**src/rtl/srs_pkg.sv**
```systemverilog
package srs_pkg;
  localparam int DATA_W     = 8;
  localparam int TXB_BASE   = 'h30;
  localparam int RXB_BASE   = 'h60;
  localparam int BUF_STRIDE = 'h10;
  localparam int CTRL_ADDR  = 'h0F;
  localparam int TXREQ_BIT  = 3;
  localparam logic [DATA_W-1:0] CTRL_RST  = 8'h80;
  localparam logic [DATA_W-1:0] OP_WRITE  = 8'h02;
  localparam logic [DATA_W-1:0] OP_READ   = 8'h03;
  localparam logic [DATA_W-1:0] OP_BITMOD = 8'h05;
  localparam logic [DATA_W-1:0] OP_RESET  = 8'hC0;

  typedef enum logic [2:0] {
    ST_OP, ST_ADDR, ST_MASK, ST_BMDATA, ST_WRITE, ST_READ, ST_SKIP
  } cmd_state_e;

  typedef enum logic [1:0] {K_WRITE, K_READ, K_BITMOD} cmd_kind_e;
endpackage

```
**src/rtl/srs_pin_sync.sv**
```systemverilog
module srs_pin_sync #(
  parameter int STAGES = 2
) (
  input  logic clk,
  input  logic rst_n,
  input  logic sck_i,
  input  logic cs_n_i,
  input  logic mosi_i,
  output logic sck_rise,
  output logic sck_fall,
  output logic cs_act,
  output logic mosi_s
);
  localparam logic [2:0] IDLE = 3'b010;  // {sck, cs_n, mosi}

  logic [2:0] chain [STAGES];
  logic       sck_prev;

  for (genvar s = 0; s < STAGES; s++) begin : g_stage
    logic [2:0] d;
    if (s == 0) begin : g_first
      assign d = {sck_i, cs_n_i, mosi_i};
    end else begin : g_next
      assign d = chain[s-1];
    end
    always_ff @(posedge clk or negedge rst_n) begin
      if (!rst_n) chain[s] <= IDLE;
      else        chain[s] <= d;
    end
  end

  always_ff @(posedge clk or negedge rst_n) begin
    if (!rst_n) sck_prev <= 1'b0;
    else        sck_prev <= chain[STAGES-1][2];
  end

  assign sck_rise = chain[STAGES-1][2] & ~sck_prev;
  assign sck_fall = ~chain[STAGES-1][2] & sck_prev;
  assign cs_act   = ~chain[STAGES-1][1];
  assign mosi_s   = chain[STAGES-1][0];
endmodule

```
**src/rtl/srs_shifter.sv**
```systemverilog
module srs_shifter #(
  parameter int W = 8
) (
  input  logic         clk,
  input  logic         rst_n,
  input  logic         cs_act,
  input  logic         sck_rise,
  input  logic         sck_fall,
  input  logic         mosi,
  input  logic         load_en,
  input  logic [W-1:0] load_val,
  output logic         byte_done,
  output logic [W-1:0] byte_val,
  output logic         byte_start_fall,
  output logic         miso
);
  localparam int CW = $clog2(W);
  localparam logic [CW-1:0] LAST = CW'(W - 1);

  logic [CW-1:0] bit_q, bit_n;
  logic [W-1:0]  rx_q, rx_n, tx_q, tx_n;
  logic          en_q, en_n;

  always_comb begin
    bit_n = bit_q;
    rx_n  = rx_q;
    tx_n  = tx_q;
    en_n  = en_q;
    if (!cs_act) begin
      bit_n = '0;
      en_n  = 1'b0;
    end else if (sck_rise) begin
      rx_n  = {rx_q[W-2:0], mosi};
      bit_n = (bit_q == LAST) ? '0 : bit_q + 1'b1;
    end else if (sck_fall) begin
      if (bit_q == '0) begin
        if (load_en) begin
          tx_n = load_val;
          en_n = 1'b1;
        end
      end else begin
        tx_n = {tx_q[W-2:0], 1'b0};
      end
    end
  end

  always_ff @(posedge clk or negedge rst_n) begin
    if (!rst_n) begin
      bit_q <= '0;
      rx_q  <= '0;
      tx_q  <= '0;
      en_q  <= 1'b0;
    end else begin
      bit_q <= bit_n;
      rx_q  <= rx_n;
      tx_q  <= tx_n;
      en_q  <= en_n;
    end
  end

  assign byte_done       = cs_act & sck_rise & (bit_q == LAST);
  assign byte_val        = {rx_q[W-2:0], mosi};
  assign byte_start_fall = cs_act & sck_fall & (bit_q == '0);
  assign miso            = en_q & tx_q[W-1];
endmodule

```
**src/rtl/srs_cmd_engine.sv**
```systemverilog
module srs_cmd_engine
  import srs_pkg::*;
#(
  parameter int ADDR_W  = 7,
  parameter int NUM_TXB = 3
) (
  input  logic              clk,
  input  logic              rst_n,
  input  logic              cs_act,
  input  logic              byte_done,
  input  logic [DATA_W-1:0] byte_val,
  input  logic              byte_start_fall,
  input  logic [DATA_W-1:0] rd_data,
  output logic [ADDR_W-1:0] acc_addr,
  output logic              load_en,
  output logic              wr_en,
  output logic [DATA_W-1:0] wr_data,
  output logic              clr_all,
  output logic [NUM_TXB-1:0] rts_set
);
  localparam int HI_W = DATA_W - NUM_TXB;
  localparam logic [HI_W-1:0] RTS_HI = HI_W'(8'h80 >> NUM_TXB);

  cmd_state_e        st_q, st_n;
  cmd_kind_e         kind_q, kind_n;
  logic [ADDR_W-1:0] addr_q, addr_n;
  logic [DATA_W-1:0] mask_q, mask_n;
  logic              is_load_tx, is_read_rx;

  assign is_load_tx = (byte_val[7:3] == 5'b01000) && !byte_val[0] &&
                      (int'(byte_val[2:1]) < NUM_TXB);
  assign is_read_rx = (byte_val[7:3] == 5'b10010) && (byte_val[1:0] == 2'b00);

  always_comb begin
    st_n    = st_q;
    kind_n  = kind_q;
    addr_n  = addr_q;
    mask_n  = mask_q;
    wr_en   = 1'b0;
    wr_data = byte_val;
    clr_all = 1'b0;
    rts_set = '0;
    load_en = 1'b0;
    if (!cs_act) begin
      st_n = ST_OP;
    end else if (byte_done) begin
      case (st_q)
        ST_OP: begin
          st_n = ST_SKIP;
          if (byte_val == OP_WRITE) begin
            kind_n = K_WRITE;
            st_n   = ST_ADDR;
          end else if (byte_val == OP_READ) begin
            kind_n = K_READ;
            st_n   = ST_ADDR;
          end else if (byte_val == OP_BITMOD) begin
            kind_n = K_BITMOD;
            st_n   = ST_ADDR;
          end else if (byte_val == OP_RESET) begin
            clr_all = 1'b1;
          end else if (is_load_tx) begin
            addr_n = ADDR_W'(TXB_BASE + BUF_STRIDE * int'(byte_val[2:1]) + 1);
            st_n   = ST_WRITE;
          end else if (is_read_rx) begin
            addr_n = ADDR_W'(RXB_BASE + BUF_STRIDE * int'(byte_val[2]) + 1);
            st_n   = ST_READ;
          end else if (byte_val[DATA_W-1:NUM_TXB] == RTS_HI) begin
            rts_set = byte_val[NUM_TXB-1:0];
          end
        end
        ST_ADDR: begin
          addr_n = byte_val[ADDR_W-1:0];
          case (kind_q)
            K_READ:   st_n = ST_READ;
            K_BITMOD: st_n = ST_MASK;
            default:  st_n = ST_WRITE;
          endcase
        end
        ST_MASK: begin
          mask_n = byte_val;
          st_n   = ST_BMDATA;
        end
        ST_BMDATA: begin
          wr_en   = 1'b1;
          wr_data = (rd_data & ~mask_q) | (byte_val & mask_q);
          st_n    = ST_SKIP;
        end
        ST_WRITE: begin
          wr_en  = 1'b1;
          addr_n = addr_q + 1'b1;
        end
        default: ;
      endcase
    end else if (byte_start_fall && (st_q == ST_READ)) begin
      load_en = 1'b1;
      addr_n  = addr_q + 1'b1;
    end
  end

  always_ff @(posedge clk or negedge rst_n) begin
    if (!rst_n) begin
      st_q   <= ST_OP;
      kind_q <= K_WRITE;
      addr_q <= '0;
      mask_q <= '0;
    end else begin
      st_q   <= st_n;
      kind_q <= kind_n;
      addr_q <= addr_n;
      mask_q <= mask_n;
    end
  end

  assign acc_addr = addr_q;
endmodule

```
**src/rtl/srs_regfile.sv**
```systemverilog
module srs_regfile
  import srs_pkg::*;
#(
  parameter int ADDR_W  = 7,
  parameter int NUM_TXB = 3
) (
  input  logic               clk,
  input  logic               rst_n,
  input  logic [ADDR_W-1:0]  addr,
  input  logic               wr_en,
  input  logic [DATA_W-1:0]  wr_data,
  input  logic               clr_all,
  input  logic [NUM_TXB-1:0] rts_set,
  output logic [DATA_W-1:0]  rd_data,
  output logic [NUM_TXB-1:0] txreq
);
  localparam int DEPTH = 1 << ADDR_W;

  logic [DATA_W-1:0] mem [DEPTH];

  for (genvar g = 0; g < DEPTH; g++) begin : g_ent
    localparam logic [DATA_W-1:0] RV = (g == CTRL_ADDR) ? CTRL_RST : '0;
    localparam bit IS_TXC = (g >= TXB_BASE) && (((g - TXB_BASE) % BUF_STRIDE) == 0) &&
                            (((g - TXB_BASE) / BUF_STRIDE) < NUM_TXB);
    localparam int TXI = IS_TXC ? (g - TXB_BASE) / BUF_STRIDE : 0;
    logic [DATA_W-1:0] q, d;
    logic              hit;
    assign hit = wr_en && (addr == ADDR_W'(g));

    if (IS_TXC) begin : g_ctl
      always_comb begin
        d = q;
        if (clr_all)           d = RV;
        else if (hit)          d = wr_data;
        else if (rts_set[TXI]) d[TXREQ_BIT] = 1'b1;
      end
      assign txreq[TXI] = q[TXREQ_BIT];
    end else begin : g_dat
      always_comb begin
        d = q;
        if (clr_all)  d = RV;
        else if (hit) d = wr_data;
      end
    end

    always_ff @(posedge clk or negedge rst_n) begin
      if (!rst_n) q <= RV;
      else        q <= d;
    end
    assign mem[g] = q;
  end

  assign rd_data = mem[addr];
endmodule

```
**src/rtl/spi_regfile_slave.sv**
```systemverilog
module spi_regfile_slave
  import srs_pkg::*;
#(
  parameter int ADDR_W      = 7,
  parameter int NUM_TXB     = 3,
  parameter int SYNC_STAGES = 2
) (
  input  logic               clk,
  input  logic               rst_n,
  input  logic               sck,
  input  logic               cs_n,
  input  logic               mosi,
  output logic               miso,
  output logic               wr_stb,
  output logic [ADDR_W-1:0]  wr_addr,
  output logic [DATA_W-1:0]  wr_data,
  output logic [NUM_TXB-1:0] rts_pulse
);
  logic [1:0] rst_pipe;
  logic       rst_core_n;

  always_ff @(posedge clk or negedge rst_n) begin
    if (!rst_n) rst_pipe <= 2'b00;
    else        rst_pipe <= {rst_pipe[0], 1'b1};
  end
  assign rst_core_n = rst_pipe[1];

  logic sck_rise, sck_fall, cs_act, mosi_s;
  logic byte_done, byte_start_fall, load_en, wr_en, clr_all;
  logic [DATA_W-1:0]  byte_val, rd_data, wr_val;
  logic [ADDR_W-1:0]  acc_addr;
  logic [NUM_TXB-1:0] rts_set, txreq;

  srs_pin_sync #(.STAGES(SYNC_STAGES)) u_sync (
    .clk(clk), .rst_n(rst_core_n), .sck_i(sck), .cs_n_i(cs_n), .mosi_i(mosi),
    .sck_rise(sck_rise), .sck_fall(sck_fall), .cs_act(cs_act), .mosi_s(mosi_s)
  );

  srs_shifter #(.W(DATA_W)) u_shift (
    .clk(clk), .rst_n(rst_core_n), .cs_act(cs_act), .sck_rise(sck_rise),
    .sck_fall(sck_fall), .mosi(mosi_s), .load_en(load_en), .load_val(rd_data),
    .byte_done(byte_done), .byte_val(byte_val), .byte_start_fall(byte_start_fall),
    .miso(miso)
  );

  srs_cmd_engine #(.ADDR_W(ADDR_W), .NUM_TXB(NUM_TXB)) u_cmd (
    .clk(clk), .rst_n(rst_core_n), .cs_act(cs_act), .byte_done(byte_done),
    .byte_val(byte_val), .byte_start_fall(byte_start_fall), .rd_data(rd_data),
    .acc_addr(acc_addr), .load_en(load_en), .wr_en(wr_en), .wr_data(wr_val),
    .clr_all(clr_all), .rts_set(rts_set)
  );

  srs_regfile #(.ADDR_W(ADDR_W), .NUM_TXB(NUM_TXB)) u_regs (
    .clk(clk), .rst_n(rst_core_n), .addr(acc_addr), .wr_en(wr_en),
    .wr_data(wr_val), .clr_all(clr_all), .rts_set(rts_set),
    .rd_data(rd_data), .txreq(txreq)
  );

  always_ff @(posedge clk or negedge rst_core_n) begin
    if (!rst_core_n) begin
      wr_stb    <= 1'b0;
      wr_addr   <= '0;
      wr_data   <= '0;
      rts_pulse <= '0;
    end else begin
      wr_stb    <= wr_en;
      rts_pulse <= rts_set;
      if (wr_en) begin
        wr_addr <= acc_addr;
        wr_data <= wr_val;
      end
    end
  end
endmodule

```
**config.mk**
```make
export PLATFORM = sky130hd
export DESIGN_NAME = spi_regfile_slave
export DESIGN_NICKNAME = d
export VERILOG_FILES = /design/src/rtl/srs_pkg.sv /design/src/rtl/srs_pin_sync.sv /design/src/rtl/srs_shifter.sv /design/src/rtl/srs_cmd_engine.sv /design/src/rtl/srs_regfile.sv /design/src/rtl/spi_regfile_slave.sv
export SDC_FILE = /design/constraint.sdc
export NUM_CORES = 2
export LEC_CHECK = 0
export BUFFER_PORTS_ARGS = -buffer_cell sky130_fd_sc_hd__buf_2
export CAP_MARGIN = 10
export CORE_MARGIN = 3
export CORE_UTILIZATION = 29
export CTS_CLUSTER_DIAMETER = 60
export DETAILED_ROUTE_END_ITERATION = 10
export GPL_ROUTABILITY_DRIVEN = 0
export PLACE_DENSITY = 0.54
export SYNTH_ARGS = -nofsm -noshare
export SYNTH_HDL_FRONTEND = slang
export SYNTH_SLANG_ARGS = --single-unit
export TNS_END_PERCENT = 10
```
**constraint.sdc**
```tcl
create_clock -name clk -period 31.4 [get_ports clk]
set_clock_uncertainty 0.2 [all_clocks]
set_input_delay 6.28 -clock clk [delete_from_list [all_inputs] [get_ports clk]]
set_output_delay 6.28 -clock clk [all_outputs]
set_load 0.01 [all_outputs]
```
Word level (Yosys, flattened, before mapping)
Index checks and enable logic that the tools add are counted.

storage, ports and cells
  register bits = 1091
  output and inout port bits = 20
  logic and storage cells = 931

cells by class
  $add $sub $neg = 6
  magnitude comparators = 2
  equal/unequal tests = 150
  mux-type cells = 326
  bitwise logic cells = 16
  reduce and logical (&&, ||, !) cells = 284

operator list
  cell                                            count
  two-way mux 8 bit                               260
  == test 7 bit (second input constant)           64
  nonzero test 2 bit                              134
  == test 7 x 6 -> 1 bit (second input constant)  32
  logical AND 1 bit                               132
  == test 7 x 5 -> 1 bit (second input constant)  16
  two-way mux 3 bit                               23
  binary-select mux 8 bit (select 7 bit)          1
  == test 7 x 4 -> 1 bit (second input constant)  8
  two-way mux 7 bit                               8
  == test 7 x 3 -> 1 bit (second input constant)  4
  two-way mux 1 bit                               24
  case mux 7 bit (3 select lines)                 1
  bitwise AND 8 bit                               2
  == test 8 x 2 -> 1 bit (second input constant)  2
  adder 7 x 2 -> 7 bit (second input constant)    2
  == test 7 x 2 -> 1 bit (second input constant)  2
  two-way mux 4 bit                               3
  inequality test 3 bit (second input constant)   4
  case mux 3 bit (4 select lines)                 1
  AND reduction 4 bit                             3
  nonzero test 3 bit                              4
  == test 5 bit (second input constant)           2
  == test 3 bit (second input constant)           3
  33 further kinds                                49

Longest topological paths before layout
  depth after elaboration = 14
  mapped depth = 16
  gate-level depth less buffers = 9

Modules after synthesis
A second synthesis with hierarchy kept.

unflattened totals
  cells, all modules = 5733
  area, all modules = 54219.5 um^2

modules (own cells, without submodules)
  module             instances  cells each  area each (um^2)
  srs_regfile        1          5452        50887.6
  srs_cmd_engine     1          162         1441.4
  srs_shifter        1          70          927.1
  spi_regfile_slave  1          39          767.0
  srs_pin_sync       1          10          196.4

Worst setup path after synthesis
No wires, ideal clock.

  path type = register to output
  start = reg u_shift.tx_q[7]
  end = out miso
  arrival time = 0.514 ns
  data required time = 24.920 ns
  setup slack = 24.406 ns
  stages on the path, launching flop included = 3
  path through = dfrtp_1 inv_1 nor2_1

on the way
  longest elaborated chain between the ends = 1

RTL lines
  element                 RTL line                 source
  from (decl)             srs_shifter.sv:21        logic [W-1:0] rx_q, rx_n, tx_q, tx_n;
  from (signal assigned)  srs_shifter.sv:56        tx_q <= tx_n;
  bitwise AND 1 bit       srs_shifter.sv:64        assign miso = en_q & tx_q[W-1];
  to (decl)               spi_regfile_slave.sv:13  output logic miso,

No other way between the ends.

Final worst setup path
Same ends and word-level chain as after synthesis.

==> reports/qor.json <==
{
  "total_number_of_vias": 39180,
  "yosys-top-cells-count": "sky130_fd_sc_hd__dfrtp_1, sky130_fd_sc_hd__nand3_1, sky130_fd_sc_hd__o21ai_0",
  "die_area_um2": 181400,
  "worstPathMaxFanout": 2,
  "number_of_library_cell_types_mapped_by_synthesis": 70,
  "arrival_worst_endpoint_ns": 1.51,
  "hold_path.class": "reg2reg",
  "layout-drive-gt1-share_pct": 12.35,
  "ys_seq_elements": 1091,
  "cts_resized": 0,
  "synthesis.instances": 4873,
  "timing.max_slew.rel_slack_pct": 23.24,
  "p_total_mw": 3.085,
  "grt_start_max_net_pins": 205,
  "max_freq_ghz": 0.1251,
  "routedWlPerCell_um": 23.70,
  "synth.net_count": 4887,
  "port_buffers": 24,
  "synth_seq_area_share_pct": 53.41,
  "grt_pass1_vias": 38390,
  "syn_avg_cell_area_um2": 10.49,
  "final-max-slew-violation-count": 0,
  "antenna_found_initial": 2,
  "drc": 0,
  "drt-initial-drc-count": 3726,
  "dieHeight_um": 425.9,
  "cts_tree": "yes",
  "synth_edf_count": 0,
  "drt-total-wl_um": 165400,
  "pin_count": 25,
  "grt_remaining_overflow": 0,
  "dpl-instance-area_um2": 52650,
  "crit_path_cell_trace": "inv_1 > nor2_1 > buf_2",
  "final_net_count": 4576,
  "buffer_depth_of_the_longest_clock_path": 3,
  "cap_violations": 0,
  "p_leak_nw": 22.78,
  "antenna_cells": 0,
  "setup_total_negative_slack_ns": 0,
  "first_pass_grt_wire_length_um": 253000,
  "h-tree-depth": 3,
  "cts_hold_buf": 0,
  "dp_hpwl_um": 97240,
  "netlist_top_cells_area": "sky130_fd_sc_hd__dfrtp_1, sky130_fd_sc_hd__nand3_1, sky130_fd_sc_hd__mux4_2",
  "power_per_cell_area_nw_per_um2": 54.38,
  "fp-row-count": 153,
  "placeable_core_region_um2": 174600,
  "netlist_area_um2": 51130,
  "rsz0062_at_grt": "no",
  "setup_viol": 0,
  "numCtsBuffers": 121,
  "netlist.area_leader.share_pct": 53.25,
  "dieWidth_um": 425.9,
  "time_the_final_worst_path_needs_with_i_o_delays_and_setup_ns": 7.991,
  "timing.critical_path.slowest_cell_delay_ns": 0.33,
  "cp-end-kind": "output pin",
  "stdcell_area_um2": 56730,
  "layout.core_utilization_pct": 32.49,
  "outcome": "finished, final reports clean",
  "synth_flop_cell": "sky130_fd_sc_hd__dfrtp_1",
  "timing.setup.critical_path_class": "reg2out",
  "worst_path_max_delay_cell": "sky130_fd_sc_hd__dfrtp_1",
  "clk-insertion-delay-late_ns": 0.76,
  "irDropWorstVdd_uv": 43.09,
  "first_pass_iters": 5,
  "synthMostInstantiatedCell": "sky130_fd_sc_hd__dfrtp_1",
  "hold_violations": 0,
  "postRouteAntennaNets": 0,
  "clock_sink_count": 1091,
  "area_growth_syn_to_layout_pct": 10.95,
  "synth_async_sr_flop_share_pct": 100.0,
  "grt_use_total_pct": 18.03,
  "cts_root_buffer": "sky130_fd_sc_hd__clkbuf_16",
  "postCtsSetupRepairBufs": 0,
  "timing.critical_path.required_ns": 24.92,
  "cpLargestDelayFamily": "flip-flops",
  "drt-vias-per-instance": 5.614,
  "critical_path_buf_inv_count": 2,
  "post-synth-top-area-cell": "sky130_fd_sc_hd__dfrtp_1",
  "clk_pin_slew_worst_paths_ns": 0.06,
  "timing.final.crit_share_pct": 25.45,
  "worst_setup_path_start_kind": "flip-flop",
  "yosysWarningCount": 0,
  "worstMarginPinSlew_ns": 1.151,
  "initial_core_util_pct": 29.28
}
==> where the power goes <==
group	switching, mW	leakage, nW	internal, mW
Sequential	0.0116	15.2	1.41
Combinational	0.184	5.57	0.0202
Clock	0.601	2.01	0.857
==> stage by stage <==
step                      std cells  hold WS (ns)  setup WS (ns)
final                          6979        0.1472          23.41
after global routing           6979        0.1538          23.36
after CTS                      6979        0.1490          23.30
after detailed placement       6764        0.1355          24.12
after global placement         6764        0.1333          24.12
after floorplan                4873        0.1311          13.51
==> layout by cell type (no fill, tap or decap), types with 13 or more instances in the layout <==
master,n
sky130_fd_sc_hd__a22oi_1,51
sky130_fd_sc_hd__nand3_1,981
sky130_fd_sc_hd__dfrtp_1,1083
sky130_fd_sc_hd__mux2i_1,176
sky130_fd_sc_hd__o21ai_0,905
sky130_fd_sc_hd__nand2_1,99
sky130_fd_sc_hd__inv_1,13
sky130_fd_sc_hd__a21oi_1,178
sky130_fd_sc_hd__o22ai_1,124
sky130_fd_sc_hd__clkbuf_1,26
sky130_fd_sc_hd__buf_4,79
sky130_fd_sc_hd__mux4_2,204
sky130_fd_sc_hd__nand4_1,91
sky130_fd_sc_hd__mux2_2,23
sky130_fd_sc_hd__clkbuf_16,123
sky130_fd_sc_hd__o21ai_1,23
sky130_fd_sc_hd__buf_2,24
sky130_fd_sc_hd__clkbuf_8,35
sky130_fd_sc_hd__nor2_1,177
==> per-layer routing <==
| metal | part of all wire, % | vias to the layer above | wire [µm] | global-route usage (%) |
|---|---|---|---|---|
| li1 | - | 17400 | - | - |
| met1 | 44 | 20130 | 71960 | 24.81 |
| met2 | 46 | 1353 | 75980 | 28.21 |
| met3 | 6.2 | 291 | 10250 | 2.704 |
| met4 | 4.3 | 0 | 7187 | 7.892 |
| met5 | 0 | - | 0 | 0 |
==> cell families after synthesis <==
kind of cell | Yosys count | share of synthesized area, %
AOI/OAI and AO/OA | 1373 | 14.69
xor gates and xnor gates | 1 | 0.01713
adders and majority gates | 9 | 0.2203
buffers and inverters | 556 | 4.833
DFF | 1091 | 53.41
muxes | 404 | 12.96
other | 1 | 0.007335
and+or+nand+nor | 1438 | 13.87
==> worst register-to-register path: stages (launching register included) <==
cell                        delay, ns
sky130_fd_sc_hd__dfrtp_4         0.80
sky130_fd_sc_hd__buf_12          0.65
sky130_fd_sc_hd__buf_4           0.85
sky130_fd_sc_hd__buf_4           0.77
sky130_fd_sc_hd__mux4_2          0.48
sky130_fd_sc_hd__mux4_2          0.63
sky130_fd_sc_hd__nand3_1         0.21
sky130_fd_sc_hd__o2111ai_1       0.17
sky130_fd_sc_hd__o22ai_1         0.25
sky130_fd_sc_hd__o31a_2          0.84
sky130_fd_sc_hd__buf_4           0.86
sky130_fd_sc_hd__o21ai_0         0.46
==> final timing paths <==
kind	startpoint	to	slack (ns)	cells past startpoint
min in group asynchronous	rst_pipe[1]	u_regs.g_ent[18].q[0]	0.33	0
setup / recovery	u_shift.tx_q[7]	miso	23.41	3
setup reg to reg	u_cmd.acc_addr[1]	u_regs.g_ent[60].q[4]	24.03	11
hold reg to reg	u_sync.g_stage[1].d[0]	u_sync.mosi_s	0.15	0
max in group asynchronous	rst_n	rst_pipe[1]	25.77	1
hold / removal	u_sync.g_stage[1].d[0]	u_sync.mosi_s	0.15	0
==> sequential cells by signal, indices dropped and copies added, names as in the netlist, 2 cells and up <==
| signal | count |
|---|---|
| u_sync.g_stage.d | 3 |
| u_shift.tx_q | 8 |
| u_regs.g_ent.q | 1024 |
| u_shift.rx_q | 7 |
| rst_pipe | 2 |
| wr_addr | 7 |
| u_cmd.kind_q | 2 |
| u_cmd.st_q | 3 |
| u_shift.bit_q | 3 |
| wr_data | 8 |
| rts_pulse | 3 |
| u_sync.chain | 2 |
| u_cmd.acc_addr | 7 |
| u_cmd.mask_q | 8 |
==> area by class of cell <==
type / count / area, µm²
tap: 2325 / 2909
timing repair buffer: 107 / 793.3
multi-input combinational: 3226 / 21570
inverter: 15 / 58.81
clock inverter: 31 / 420.4
clock buffer: 184 / 3657
sequential: 1091 / 27320
fill: 17720 / 117900
No activity file was read; power rests on OpenSTA's default activity.
